**config.mk**
```make
export PLATFORM = sky130hd
export DESIGN_NAME = i2c_slv
export DESIGN_NICKNAME = d
export VERILOG_FILES = /design/src/rtl/i2c_slv_pkg.sv /design/src/rtl/i2c_slv_sync.sv /design/src/rtl/i2c_slv_tmo.sv /design/src/rtl/i2c_slv_ctl.sv /design/src/rtl/i2c_slv.sv
export SDC_FILE = /design/constraint.sdc
export NUM_CORES = 1
export LEC_CHECK = 0
export BUFFER_PORTS_ARGS = -buffer_cell sky130_fd_sc_hd__buf_2
export CAP_MARGIN = 20
export CORE_ASPECT_RATIO = 0.5
export CORE_MARGIN = 1
export CORE_UTILIZATION = 45
export DETAILED_ROUTE_END_ITERATION = 6
export PLACE_DENSITY = 0.66
export SLEW_MARGIN = 20
export SYNTH_ARGS = -nofsm -noshare
export SYNTH_HDL_FRONTEND = slang
export SYNTH_SLANG_ARGS = --single-unit
```
**constraint.sdc**
```tcl
create_clock -name clk_i -period 4.9 [get_ports clk_i]
set_input_delay 0.735 -clock clk_i [delete_from_list [all_inputs] [get_ports clk_i]]
set_output_delay 0.735 -clock clk_i [all_outputs]
set_load 0.02 [all_outputs]
```
**src/rtl/i2c_slv_pkg.sv**
```systemverilog
package i2c_slv_pkg;
  localparam int unsigned ADDR_W = 7;
  localparam int unsigned BYTE_W = 8;
  localparam int unsigned BIT_CNT_W = $clog2(BYTE_W);

  typedef enum logic [2:0] {
    ST_IDLE,
    ST_ADDR,
    ST_AACK,
    ST_RX,
    ST_RACK,
    ST_TX,
    ST_TACK,
    ST_HOLD
  } slv_state_e;
endpackage

```
**src/rtl/i2c_slv_sync.sv**
```systemverilog
module i2c_slv_sync #(
  parameter int unsigned STAGES = 2
) (
  input  logic clk_i,
  input  logic rst_ni,
  input  logic line_i,
  output logic lvl_o,
  output logic rise_o,
  output logic fall_o
);
  logic [STAGES-1:0] chain_q;
  logic              last_q;

  generate
    if (STAGES == 1) begin : g_one
      always_ff @(posedge clk_i or negedge rst_ni) begin
        if (!rst_ni) chain_q <= '1;
        else         chain_q <= line_i;
      end
    end else begin : g_many
      always_ff @(posedge clk_i or negedge rst_ni) begin
        if (!rst_ni) chain_q <= '1;
        else         chain_q <= {chain_q[STAGES-2:0], line_i};
      end
    end
  endgenerate

  always_ff @(posedge clk_i or negedge rst_ni) begin
    if (!rst_ni) last_q <= 1'b1;
    else         last_q <= chain_q[STAGES-1];
  end

  assign lvl_o  = chain_q[STAGES-1];
  assign rise_o = lvl_o & ~last_q;
  assign fall_o = ~lvl_o & last_q;
endmodule

```
**src/rtl/i2c_slv_tmo.sv**
```systemverilog
module i2c_slv_tmo #(
  parameter int unsigned TOUT_W = 16
) (
  input  logic              clk_i,
  input  logic              rst_ni,
  input  logic              busy_i,
  input  logic              kick_i,
  input  logic [TOUT_W-1:0] limit_i,
  output logic              expire_o
);
  logic [TOUT_W-1:0] cnt_q;

  always_ff @(posedge clk_i or negedge rst_ni) begin
    if (!rst_ni)                 cnt_q <= '0;
    else if (!busy_i || kick_i)  cnt_q <= limit_i;
    else if (cnt_q != '0)        cnt_q <= cnt_q - 1'b1;
  end

  assign expire_o = busy_i && !kick_i && (cnt_q == '0);
endmodule

```
**src/rtl/i2c_slv_ctl.sv**
```systemverilog
module i2c_slv_ctl
  import i2c_slv_pkg::*;
(
  input  logic              clk_i,
  input  logic              rst_ni,
  input  logic              en_i,
  input  logic [ADDR_W-1:0] own_addr_i,
  input  logic              sda_lvl_i,
  input  logic              scl_rise_i,
  input  logic              scl_fall_i,
  input  logic              start_i,
  input  logic              stop_i,
  input  logic              tout_i,
  input  logic              tx_we_i,
  input  logic [BYTE_W-1:0] tx_data_i,
  input  logic              rx_re_i,
  input  logic              irq_clr_i,
  output logic [BYTE_W-1:0] rx_data_o,
  output logic              busy_o,
  output logic              match_o,
  output logic              rw_o,
  output logic              nack_o,
  output logic              tout_o,
  output logic              irq_pend_o,
  output logic              scl_low_o,
  output logic              sda_low_o
);
  localparam logic [BIT_CNT_W-1:0] LAST_BIT = BIT_CNT_W'(BYTE_W - 1);

  slv_state_e           state_q;
  logic [BYTE_W-1:0]    shreg_q, rx_q;
  logic [BIT_CNT_W-1:0] cnt_q;
  logic busy_q, match_q, rw_q, nack_q, tout_q, irq_q, scl_low_q, sda_low_q;

  always_ff @(posedge clk_i or negedge rst_ni) begin
    if (!rst_ni) begin
      state_q   <= ST_IDLE;
      shreg_q   <= '0;
      rx_q      <= '0;
      cnt_q     <= '0;
      busy_q    <= 1'b0;
      match_q   <= 1'b0;
      rw_q      <= 1'b0;
      nack_q    <= 1'b0;
      tout_q    <= 1'b0;
      irq_q     <= 1'b0;
      scl_low_q <= 1'b0;
      sda_low_q <= 1'b0;
    end else if (!en_i) begin
      state_q   <= ST_IDLE;
      cnt_q     <= '0;
      busy_q    <= 1'b0;
      match_q   <= 1'b0;
      nack_q    <= 1'b0;
      tout_q    <= 1'b0;
      irq_q     <= 1'b0;
      scl_low_q <= 1'b0;
      sda_low_q <= 1'b0;
    end else begin
      // SCL hold follows the state one cycle late so SDA settles first
      scl_low_q <= (state_q == ST_HOLD);
      if (irq_clr_i) begin
        irq_q  <= 1'b0;
        tout_q <= 1'b0;
      end
      if (stop_i) begin
        state_q   <= ST_IDLE;
        busy_q    <= 1'b0;
        match_q   <= 1'b0;
        sda_low_q <= 1'b0;
      end else if (start_i) begin
        state_q   <= ST_ADDR;
        busy_q    <= 1'b1;
        match_q   <= 1'b0;
        nack_q    <= 1'b0;
        tout_q    <= 1'b0;
        sda_low_q <= 1'b0;
        cnt_q     <= '0;
      end else if (tout_i) begin
        state_q   <= ST_IDLE;
        busy_q    <= 1'b0;
        match_q   <= 1'b0;
        sda_low_q <= 1'b0;
        tout_q    <= 1'b1;
        irq_q     <= 1'b1;
      end else begin
        unique case (state_q)
          ST_IDLE: ;
          ST_ADDR: if (scl_rise_i) begin
            shreg_q <= {shreg_q[BYTE_W-2:0], sda_lvl_i};
            cnt_q   <= cnt_q + 1'b1;
            if (cnt_q == LAST_BIT) begin
              cnt_q <= '0;
              if (shreg_q[ADDR_W-1:0] == own_addr_i) begin
                match_q <= 1'b1;
                rw_q    <= sda_lvl_i;
                state_q <= ST_AACK;
              end else begin
                state_q <= ST_IDLE;
              end
            end
          end
          ST_AACK, ST_RACK: if (scl_fall_i) begin
            if (!sda_low_q) begin
              sda_low_q <= 1'b1;
            end else begin
              sda_low_q <= 1'b0;
              irq_q     <= 1'b1;
              state_q   <= ST_HOLD;
              if (state_q == ST_RACK) match_q <= 1'b0;
            end
          end
          ST_HOLD: begin
            if (rw_q && tx_we_i) begin
              shreg_q   <= tx_data_i;
              sda_low_q <= ~tx_data_i[BYTE_W-1];
              cnt_q     <= '0;
              state_q   <= ST_TX;
            end else if (!rw_q && rx_re_i) begin
              cnt_q   <= '0;
              state_q <= ST_RX;
            end
          end
          ST_RX: if (scl_rise_i) begin
            shreg_q <= {shreg_q[BYTE_W-2:0], sda_lvl_i};
            cnt_q   <= cnt_q + 1'b1;
            if (cnt_q == LAST_BIT) begin
              rx_q    <= {shreg_q[BYTE_W-2:0], sda_lvl_i};
              cnt_q   <= '0;
              state_q <= ST_RACK;
            end
          end
          ST_TX: if (scl_fall_i) begin
            if (cnt_q == LAST_BIT) begin
              sda_low_q <= 1'b0;
              cnt_q     <= '0;
              state_q   <= ST_TACK;
            end else begin
              cnt_q     <= cnt_q + 1'b1;
              shreg_q   <= {shreg_q[BYTE_W-2:0], 1'b0};
              sda_low_q <= ~shreg_q[BYTE_W-2];
            end
          end
          ST_TACK: begin
            if (scl_rise_i) nack_q <= sda_lvl_i;
            if (scl_fall_i) begin
              irq_q   <= 1'b1;
              match_q <= 1'b0;
              state_q <= nack_q ? ST_IDLE : ST_HOLD;
            end
          end
          default: state_q <= ST_IDLE;
        endcase
      end
    end
  end

  assign rx_data_o  = rx_q;
  assign busy_o     = busy_q;
  assign match_o    = match_q;
  assign rw_o       = rw_q;
  assign nack_o     = nack_q;
  assign tout_o     = tout_q;
  assign irq_pend_o = irq_q;
  assign scl_low_o  = scl_low_q;
  assign sda_low_o  = sda_low_q;
endmodule

```
**src/rtl/i2c_slv.sv**
```systemverilog
module i2c_slv
  import i2c_slv_pkg::*;
#(
  parameter int unsigned TOUT_W    = 16,
  parameter int unsigned SYNC_STGS = 2
) (
  input  logic              clk_i,
  input  logic              rst_ni,
  input  logic              en_i,
  input  logic              irq_en_i,
  input  logic              addr_we_i,
  input  logic [ADDR_W-1:0] own_addr_i,
  input  logic [TOUT_W-1:0] tout_limit_i,
  input  logic              tx_we_i,
  input  logic [BYTE_W-1:0] tx_data_i,
  input  logic              rx_re_i,
  input  logic              irq_clr_i,
  output logic [BYTE_W-1:0] rx_data_o,
  output logic              busy_o,
  output logic              addr_match_o,
  output logic              rw_o,
  output logic              rx_nack_o,
  output logic              tout_o,
  output logic              irq_o,
  input  logic              scl_i,
  input  logic              sda_i,
  output logic              scl_low_o,
  output logic              sda_low_o
);
  logic [ADDR_W-1:0] own_q;
  logic scl_lvl, scl_rise, scl_fall;
  logic sda_lvl, sda_rise, sda_fall;
  logic start, stop, expire, irq_pend;

  // address only changes while enabled with interrupts masked
  always_ff @(posedge clk_i or negedge rst_ni) begin
    if (!rst_ni)                             own_q <= '0;
    else if (addr_we_i && en_i && !irq_en_i) own_q <= own_addr_i;
  end

  i2c_slv_sync #(.STAGES(SYNC_STGS)) u_scl_sync (
    .clk_i, .rst_ni, .line_i(scl_i),
    .lvl_o(scl_lvl), .rise_o(scl_rise), .fall_o(scl_fall)
  );

  i2c_slv_sync #(.STAGES(SYNC_STGS)) u_sda_sync (
    .clk_i, .rst_ni, .line_i(sda_i),
    .lvl_o(sda_lvl), .rise_o(sda_rise), .fall_o(sda_fall)
  );

  assign start = sda_fall & scl_lvl & ~scl_rise;
  assign stop  = sda_rise & scl_lvl & ~scl_rise;

  i2c_slv_tmo #(.TOUT_W(TOUT_W)) u_tmo (
    .clk_i, .rst_ni,
    .busy_i   (busy_o),
    .kick_i   (scl_rise | scl_fall | start),
    .limit_i  (tout_limit_i),
    .expire_o (expire)
  );

  i2c_slv_ctl u_ctl (
    .clk_i, .rst_ni, .en_i,
    .own_addr_i (own_q),
    .sda_lvl_i  (sda_lvl),
    .scl_rise_i (scl_rise),
    .scl_fall_i (scl_fall),
    .start_i    (start),
    .stop_i     (stop),
    .tout_i     (expire),
    .tx_we_i, .tx_data_i, .rx_re_i, .irq_clr_i,
    .rx_data_o,
    .busy_o,
    .match_o    (addr_match_o),
    .rw_o,
    .nack_o     (rx_nack_o),
    .tout_o,
    .irq_pend_o (irq_pend),
    .scl_low_o,
    .sda_low_o
  );

  assign irq_o = irq_pend & irq_en_i;
endmodule

```
==> flow_metrics.tcl, run 1 <==
set metrics [dict create \
    synthesis.instances 332 \
    worst_skew_pair_later_pin_latency_ns 0.33 \
    htreeDepth 3 \
    flow.area_growth_from_synthesis_pct 19.90 \
    hold_path_end "u_sda_sync.chain_q[1]" \
    synthDistinctLibCells 58 \
    cap_viol_max_count 0 \
    starting_density_of_the_core 0.4731 \
    yosys_register_bits 58 \
    clock_tree_from_tritoncts "built" \
    routedWlPerCell_um 15.74 \
    die_w_um 121.4 \
    synth_enable_flop_cells 0 \
    leakagePower_nw 1.785 \
    clk_root_buffer_cell "sky130_fd_sc_hd__clkbuf_16" \
    post-cts-setup-buffer-count 0 \
    synth.most_common_cell "sky130_fd_sc_hd__dfrtp_1" \
    post_cts_resize_count 0 \
    timing.final.hold_violations 0 \
    final_min_period_over_clock_period 0.5848 \
    antenna_cells 0 \
    crit_arrival_ns 3.11 \
    timing.hold.worst_path_depth 0 \
    postCtsHoldBufs 0 \
    antenna_found_initial 0 \
    numCtsBuffers 9 \
    fp.coreArea_sq_mm 0.006779 \
    worst_slew_margin_rel 0.3938 \
    dp_hpwl_um 5430 \
    grt_pass1_wl_um 12440 \
    cp.required_ns 5.15 \
    placement_rows 21 \
    grt_max_degree 59 \
    yosys_warnings 0 \
    power.density_cell_area_mw_per_mm2 379.4 \
    drc_errors 0 \
    io_pins 57 \
    globalRouteTotalUtil 0.2237 \
    first_global_vias 2504 \
    timing_max_transition_violations_final 0 \
    setup_ws_ns 2.035 \
    synth_top_cells_by_area "sky130_fd_sc_hd__dfrtp_1 (41%), sky130_fd_sc_hd__mux2_2 (5.6%), sky130_fd_sc_hd__nand2_1 (5.3%)" \
    cts_buffer_depth 2 \
    r2r.worst_path.cells 8 \
    rsz0062_at_grt "no" \
    setup_total_negative_slack_ns 0 \
    finalWorstPathRequiredPeriod_ns 2.865 \
    synth_seq_area_share 0.4549 \
    post_synth.cell_area_avg_sq_um 9.659 \
    wirelength_um 7569 \
    port_buffers 56 \
    worstHoldStart "u_sda_sync.chain_q[0]" \
    final_antenna_net_count 0 \
    route.vias.total 2677 \
    clock-skew-final_ns 0.007830 \
    vdd_ir_drop_max_mv 0.1661 \
    worst-r2r-setup-slack_ns 2.03 \
    worst_case_setup_slack_after_placement_ns 2.015 \
    crit_type "reg2reg" \
    viasPerCell 5.565 \
    min_path_type "reg2reg" \
    gp_routability_congestion 0.9044 \
    drt_first_iter_violations 120 \
    finalNetCount 432 \
    cts.sinks 58 \
    postSynth.asyncResetShare 1.000 \
    achievable-frequency_mhz 349.0 \
    net_count_after_synthesis 379 \
    outcome "complete, no violations" \
    worst_setup_path_start_kind "register" \
    worstSetupEndpointType "register" \
    synth_top_area_share 0.4058 \
    worst_reg2reg_path_startpoint "u_scl_sync.last_q" \
    setup_viol_count_final 0 \
    globalRoute.totalOverflow 0 \
    detail_route.first_pass.iterations 4 \
    yosysTopAreaCell "sky130_fd_sc_hd__dfrtp_1" \
    crit_fanout 22 \
    yosys_most_used_dff "sky130_fd_sc_hd__dfrtp_1" \
    dieArea_sq_mm 0.007488 \
    rr_endpoint "u_ctl.cnt_q[0]" \
    worst-slew-pin-transition_ns 0.9084 \
    clock_pin_slew_of_the_registers_on_the_worst_case_setup_and_hold_paths_ns 0.05 \
    fraction_of_final_layout_cells_with_drive_strength_greater_than_1 0.2674 \
    die_height_um 61.69 \
    synth_common_cells "sky130_fd_sc_hd__dfrtp_1 (52), sky130_fd_sc_hd__nand2_1 (45), sky130_fd_sc_hd__nor2_1 (24)" \
    netlist_area_sq_mm 0.003207 \
]
-- worst max-delay path, stage by stage, from the launching register on --
cell	delay, ns
sky130_fd_sc_hd__dfstp_2	0.52
sky130_fd_sc_hd__inv_1	0.04
sky130_fd_sc_hd__ha_1	0.27
sky130_fd_sc_hd__nand4bb_4	0.30
sky130_fd_sc_hd__nand3_2	0.32
sky130_fd_sc_hd__nor2_2	0.17
sky130_fd_sc_hd__or4b_4	0.60
sky130_fd_sc_hd__or4_1	0.41
sky130_fd_sc_hd__a21oi_1	0.15
-- stage by stage --
stage | total power (W) | hold WS (ns) | cells | cell area [sq um] | utilization
2_1_floorplan | 0.0007501 | 0.3452 | 332 | 3207 | -
3_3_place_gp | 0.0008131 | 0.3458 | 466 | 3540 | 0.5221
3_5_place_dp | 0.0008238 | 0.3468 | 466 | 3540 | 0.5221
4_1_cts | 0.001469 | 0.3527 | 481 | 3845 | 0.5672
5_1_grt | 0.001529 | 0.3573 | 481 | 3845 | 0.5672
6_report | 0.001459 | 0.3522 | 481 | 3845 | 0.5672
-- sequential cells by signal, summed over array words and instances, names as in the netlist, 2 cells and up --
| signal | flops |
|---|---|
| u_tmo.cnt_q | 16 |
| u_sda_sync.chain_q | 2 |
| own_q | 7 |
| u_ctl.rx_data_o | 8 |
| u_ctl.state_q | 3 |
| u_scl_sync.chain_q | 2 |
| u_ctl.cnt_q | 3 |
| u_ctl.shreg_q | 7 |
-- cell type report --
type	instances	area (sq um)
well taps	92	115.1
fillers	630	2934
clock inverters	2	35.03
flip-flops and latches	58	1459
repair buffers	57	287.8
multi-input cells	251	1648
inverters	8	30.03
clock buffers	13	270.3
-- metal layers --
layer | vias up | GRT usage | part of all wire
li1 | 1312 | - | -
met1 | 1297 | 0.2938 | 0.47
met2 | 58 | 0.3604 | 0.46
met3 | 10 | 0.06569 | 0.052
met4 | 0 | 0.08113 | 0.015
met5 | - | 0 | 0
-- placed cells by master, fill, tap and decap left out, types with 8 or more instances in the layout --
cell and n:
sky130_fd_sc_hd__inv_1 8, sky130_fd_sc_hd__buf_2 56, sky130_fd_sc_hd__mux2_2 16, sky130_fd_sc_hd__o21ai_0 23
sky130_fd_sc_hd__nor3_1 13, sky130_fd_sc_hd__a21oi_1 15, sky130_fd_sc_hd__nor2_1 24, sky130_fd_sc_hd__nand2_1 45
sky130_fd_sc_hd__dfrtp_1 52, sky130_fd_sc_hd__clkbuf_16 9
-- how the worst max path moves through the flow --
stage	startpoint	end	slack (ns)	cells after the start
after CTS	u_scl_sync.last_q	u_ctl.cnt_q[0]	2.03	8
after floorplan	u_scl_sync.last_q	u_ctl.rx_data_o[0]	2.51	9
after detailed placement	u_scl_sync.last_q	u_ctl.cnt_q[0]	2.02	8
after global placement	u_scl_sync.last_q	u_ctl.cnt_q[0]	2.17	8
after global routing	u_scl_sync.chain_q[1]	u_ctl.shreg_q[3]	1.83	6
final	u_scl_sync.last_q	u_ctl.cnt_q[0]	2.03	8
-- power breakdown --
part           switching (W)  internal [W]
Combinational       0.000108     0.0000997
Sequential         0.0000767      0.000533
Clock               0.000210      0.000431
-- logic make-up (layout without fill, tap and decap cells) --
group                    after synthesis  after routing  share of synthesized area
adder cells (fa/ha/maj)                7              7                    0.02653
multiplexers                          23             23                    0.07803
buffers and inverters                 23             80                    0.03121
XOR/XNOR                              13             13                    0.03551
flip-flops                            58             58                     0.4549
AO/OA/AOI/OAI                         71             71                     0.1408
AND/OR/NAND/NOR                      137            137                     0.2329
No activity file was read; power rests on OpenSTA's default activity.
==> run 2, diff against run 1 <==
Settings changed: PLACE_DENSITY 0.66 to 0.69.
Clock period 4.9 ns to 2.3 ns, I/O delays scaled along.
==> run 2 against run 1 <==
  * Critical path depth is the same
  * Clock skew rose by 0.0011 ns
  * Via count is 5.9% higher
  * Total power rose by 120%
  * Hold slack worse by 0.33 ns
  * Global-route usage increased by 0.34 points
  * Register-to-register slack got worse by 2.0 ns
  * Setup slack lost 2.0 ns
  * Die area stayed put
  * Fmax rose by 28%
  * Final cell count is 5.4% higher
  * Sequential share of layout area fell by 2.9 points
  * Critical endpoint unchanged
==> flow_metrics.tcl, run 2 (synthesized netlist as in run 1, its figures left out) <==
set metrics [dict create \
    clock_tree_from_tritoncts "built" \
    first_global_vias 2561 \
    layout.cells.most_common "sky130_fd_sc_hd__buf_2" \
    finalNetCount 458 \
    finalWorstPathRequiredPeriod_ns 2.243 \
    min_path_type "in2async" \
    leakagePower_nw 1.939 \
    worst_skew_pair_later_pin_latency_ns 0.33 \
    wirelength_um 7898 \
    die_height_um 61.69 \
    dieArea_sq_mm 0.007488 \
    io_pins 57 \
    worst_slew_margin_rel 0.5968 \
    instances_no_fill 507 \
    starting_density_of_the_core 0.4731 \
    cts.sinks 58 \
    placement_rows 21 \
    clk_root_buffer_cell "sky130_fd_sc_hd__clkbuf_16" \
    viasPerCell 5.592 \
    fraction_of_final_layout_cells_with_drive_strength_greater_than_1 0.3446 \
    clock_pin_slew_of_the_registers_on_the_worst_case_setup_and_hold_paths_ns 0.05 \
    port_buffers 56 \
    timing_max_transition_violations_final 0 \
    achievable-frequency_mhz 445.8 \
    outcome "complete, no violations" \
    antenna_cells 0 \
    largest_register "u_tmo.cnt_q" \
    drc_errors 0 \
    htreeDepth 3 \
    vdd_ir_drop_max_mv 0.4378 \
    timing.final.hold_violations 0 \
    finish.instance_area_sq_mm 0.004168 \
    power.density_cell_area_mw_per_mm2 763.2 \
    cap_viol_max_count 0 \
    globalRoute.totalOverflow 0 \
    postCtsHoldBufs 0 \
    routedWlPerCell_um 15.58 \
    placed_area_sq_mm 0.003805 \
    route.vias.total 2835 \
    worst-slew-pin-transition_ns 0.6048 \
    most-common-layout-cells "sky130_fd_sc_hd__buf_2 (56), sky130_fd_sc_hd__dfrtp_1 (52), sky130_fd_sc_hd__nand2_1 (43)" \
    largest_register_ffs 16 \
    grt_max_degree 29 \
    worstSetupEndpointType "register" \
    detail_route.first_pass.iterations 5 \
    flow.area_growth_from_synthesis_pct 29.96 \
    crit_fanout 6 \
    globalRouteTotalUtil 0.2271 \
    final_min_period_over_clock_period 0.9754 \
    cp.required_ns 2.56 \
    crit_arrival_ns 2.50 \
    numCtsBuffers 9 \
    worst_setup_path_start_kind "register" \
    fp.coreArea_sq_mm 0.006779 \
    rsz0062_at_grt "yes" \
    final_core_util 0.6148 \
    final_antenna_net_count 0 \
    antenna_found_initial 0 \
    dp_hpwl_um 5928 \
    crit_type "reg2reg" \
    clock-skew-final_ns 0.008917 \
    drt_first_iter_violations 160 \
    placed_cells_incl_taps 491 \
    die_w_um 121.4 \
    grt_pass1_wl_um 12600 \
    setup_viol_count_final 0 \
    gp_routability_congestion 0.8730 \
    cts_buffer_depth 2 \
]
[run 2: area by class of cell]
type	count	area [sq um]
Tap cell	92	115.1
Fill cell	578	2611
Sequential cell	58	1459
Multi-Input combinational cell	251	1750
Clock buffer	13	270.3
Clock inverter	2	35.03
Inverter	8	30.03
Timing Repair Buffer	83	508.0
[run 2: worst paths after layout]
path                                       start                     to  slack, ns  cells past startpoint
setup / recovery               u_scl_sync.last_q         u_ctl.cnt_q[0]       0.06                      8
hold / removal                            rst_ni     u_ctl.rx_data_o[6]       0.02                      1
setup reg to reg               u_scl_sync.last_q         u_ctl.cnt_q[0]       0.06                      8
hold reg to reg            u_scl_sync.chain_q[0]  u_scl_sync.chain_q[1]       0.35                      0
max in group asynchronous                 rst_ni      u_sda_sync.last_q       1.52                      2
min in group clk_i                         sda_i  u_sda_sync.chain_q[0]       0.12                      1
[run 2: routing by layer]
metal,vias up,GRT usage,wire length [um]
li1,1360,-,-
met1,1354,0.3186,3668
met2,110,0.3393,3521
met3,11,0.06296,584
met4,0,0.08642,125
met5,-,0,0
[run 2: metrics by stage]
stage / hold slack (ns) / total power (W) / TNS [ns] / setup slack (ns)
global route: 0.07618 / 0.003329 / -0.03002 / -0.02520
detailed placement: 0.3470 / 0.001814 / -0.06732 / -0.06552
finish: 0.02357 / 0.003181 / 0 / 0.05662
global placement: 0.3465 / 0.001792 / -0.03647 / -0.03647
floorplan: 0.04941 / 0.001604 / -0.01657 / -0.002071
CTS: 0.04972 / 0.003184 / 0 / 0.01342
[run 2: report_power, final]
group / leakage (nW) / switching [W] / internal, W
clock: 0.152 / 0.000436 / 0.000917
sequential: 0.731 / 0.000149 / 0.00114
combinational: 1.06 / 0.000284 / 0.000259
[run 2: timing repair]
| item | CTS | global route |
|---|---|---|
| setup buffers | 1 | 0 |
| gates cloned | 0 | 0 |
| gates resized for setup | 3 | 8 |
| pin swaps | 2 | 0 |
| endpoints found under the setup margin | 2 | 14 |
[run 2: critical path: stages (launching register included)]
cell and delay (ns):
sky130_fd_sc_hd__dfstp_2 0.53, sky130_fd_sc_hd__inv_2 0.04, sky130_fd_sc_hd__ha_4 0.16, sky130_fd_sc_hd__nand4bb_4 0.22
sky130_fd_sc_hd__nand3_2 0.11, sky130_fd_sc_hd__nor2_2 0.05, sky130_fd_sc_hd__or4b_4 0.51, sky130_fd_sc_hd__or4_4 0.43
sky130_fd_sc_hd__a21oi_2 0.12
==> run 3, diff against run 2 <==
==> constraint.sdc (replaced) <==
create_clock -name clk_i -period 2.3 [get_ports clk_i]
set_input_delay 0.23 -clock clk_i [delete_from_list [all_inputs] [get_ports clk_i]]
set_output_delay 0.23 -clock clk_i [all_outputs]
set_load 0.02 [all_outputs]
==> run 3 against run 2 <==
  * Combinational power grew 0.9%
  * Clock power is essentially flat
  * Sequential power is essentially flat
  * Total power grew 0.19%
  * Hold slack gained 0.070 ns
  * Final cell count grew 0.59%
==> flow_metrics.tcl, run 3 (synthesized netlist as in run 1, its figures left out) <==
set metrics [dict create \
    outcome "complete, no violations" \
    fraction_of_final_layout_cells_with_drive_strength_greater_than_1 0.3421 \
    cts_buffer_depth 2 \
    detail_route.first_pass.iterations 5 \
    final_core_util 0.6192 \
    critical_path.startpoint "u_scl_sync.last_q" \
    power.density_cell_area_mw_per_mm2 759.2 \
    placed_cells_incl_taps 491 \
    r2r.worst_path.cells 8 \
    worst_skew_pair_later_pin_latency_ns 0.33 \
    min_path_type "in2reg" \
    antenna_found_initial 0 \
    wirelength_um 7901 \
    cp.required_ns 2.56 \
    worst_setup_path_start_kind "register" \
    route.vias.total 2852 \
    most-common-layout-cells "sky130_fd_sc_hd__buf_2 (56), sky130_fd_sc_hd__dfrtp_1 (52), sky130_fd_sc_hd__nand2_1 (43)" \
    clk_root_buffer_cell "sky130_fd_sc_hd__clkbuf_16" \
    filler_cells 583 \
    largest_register "u_tmo.cnt_q" \
    timing.hold.worst_path_depth 3 \
    crit_type "reg2reg" \
    viasPerCell 5.592 \
    placement_rows 21 \
    rsz0062_at_grt "yes" \
    ff_latch_area_sq_mm 0.001459 \
    io_pins 57 \
    drc_errors 0 \
    clock_pin_slew_of_the_registers_on_the_worst_case_setup_and_hold_paths_ns 0.05 \
    globalRouteTotalUtil 0.2277 \
    setup_viol_count_final 0 \
    crit_fanout 6 \
    finalWorstPathRequiredPeriod_ns 2.241 \
    flow.area_growth_from_synthesis_pct 30.90 \
    slowest_stage "sky130_fd_sc_hd__dfstp_2" \
    gp_routability_congestion 0.8730 \
    setup_total_negative_slack_ns 0 \
    grt_max_degree 29 \
    htreeDepth 3 \
    timing_max_transition_violations_final 0 \
    starting_density_of_the_core 0.4731 \
    vdd_ir_drop_max_mv 0.4380 \
    first_global_vias 2575 \
    cts.sinks 58 \
    fp.coreArea_sq_mm 0.006779 \
    final_antenna_net_count 0 \
    clock-skew-final_ns 0.009485 \
    antenna_cells 0 \
    die_w_um 121.4 \
    largest_register_ffs 16 \
    grt_pass1_wl_um 12640 \
    crit_arrival_ns 2.50 \
    worst_slew_margin_rel 0.5971 \
    crit_chain "inv_2, ha_4, nand4bb_4, nand3_2, nor2_2, or4b_4, or4_4, a21oi_2" \
    final_min_period_over_clock_period 0.9745 \
    cap_viol_max_count 0 \
    layout.cells.most_common "sky130_fd_sc_hd__buf_2" \
    worst_reg2reg_path_startpoint "u_scl_sync.last_q" \
    crit_path_max_incr_delay_ns 0.53 \
    dp_hpwl_um 5928 \
    numCtsBuffers 9 \
    worst-slew-pin-transition_ns 0.6043 \
    worstHoldStart "tout_limit_i[1]" \
    worst-r2r-setup-slack_ns 0.06 \
    die_height_um 61.69 \
    achievable-frequency_mhz 446.1 \
    clock_tree_from_tritoncts "built" \
    worstSetupEndpointType "register" \
    finalNetCount 461 \
    instances_no_fill 510 \
    routedWlPerCell_um 15.49 \
    leakagePower_nw 1.952 \
    multi_input_area_sq_mm 0.001750 \
    drt_first_iter_violations 191 \
    port_buffers 56 \
    globalRoute.totalOverflow 0 \
    dieArea_sq_mm 0.007488 \
    timing.final.hold_violations 0 \
]
-- run 3: cell types whose count changed in the layout (fill, tap and decap cells not counted), sizes merged --
cell         previous run  this run
dlygate4sd3             0         3
-- run 3: path summary, 6_finish.rpt --
kind,to
worst max-delay path,u_ctl.cnt_q[0]
worst min-delay path,u_tmo.cnt_q[1]
worst max register to register,u_ctl.cnt_q[0]
worst min register to register,u_scl_sync.chain_q[1]
max in group asynchronous,u_sda_sync.last_q
min in group asynchronous,u_ctl.shreg_q[4]
-- run 3: where the power goes --
group / leakage [nW] / switching (W) / internal [W]
Combinational: 1.07 / 0.000286 / 0.000262
Sequential: 0.731 / 0.000149 / 0.00114
Clock: 0.152 / 0.000436 / 0.000917
-- run 3: timing repair --
action                                 4_1_cts  5_1_grt
hold buffers                                 3        0
endpoints found under the hold margin       28        0
resized for setup                            3        8
setup endpoints to repair                    2       14
setup buffers                                1        0
pin swaps                                    2        0
-- run 3: metal layers --
metal | part of all wire | wire (um) | track usage
met1 | 0.47 | 3689 | 0.3186
met2 | 0.45 | 3532 | 0.3417
met3 | 0.072 | 567 | 0.06296
met4 | 0.014 | 112 | 0.08642
met5 | 0 | 0 | 0
-- run 3: cell type report --
| type | instances | share of cell area |
|---|---|---|
| clock buffers | 13 | 0.06438 |
| inverters | 8 | 0.007153 |
| flip-flops and latches | 58 | 0.3475 |
| clock inverters | 2 | 0.008346 |
| multi-input cells | 251 | 0.4170 |
| repair buffers | 86 | 0.1282 |
| well taps | 92 | 0.02742 |
-- run 3: critical path, delay by kind of cell, from the launching register on --
family / cells / cell delay, ns
AO/OA/AOI/OAI: 1 / 0.12
adder cells (fa/ha/maj): 1 / 0.16
buffers and inverters: 1 / 0.04
flip-flops: 1 / 0.53
AND/OR/NAND/NOR: 5 / 1.32
-- run 3: through the flow --
stage                     total power, W  worst slack, ns  hold WS, ns  cell area, sq um
after floorplan                 0.001604        -0.002071     -0.06559              3261
after global placement          0.001792         -0.03647       0.2563              3805
after detailed placement        0.001814         -0.06552       0.2847              3805
after CTS                       0.003187          0.01342      0.08374              4160
after global routing            0.003333         -0.02520       0.1136              4198
final                           0.003187          0.05856      0.09365              4198
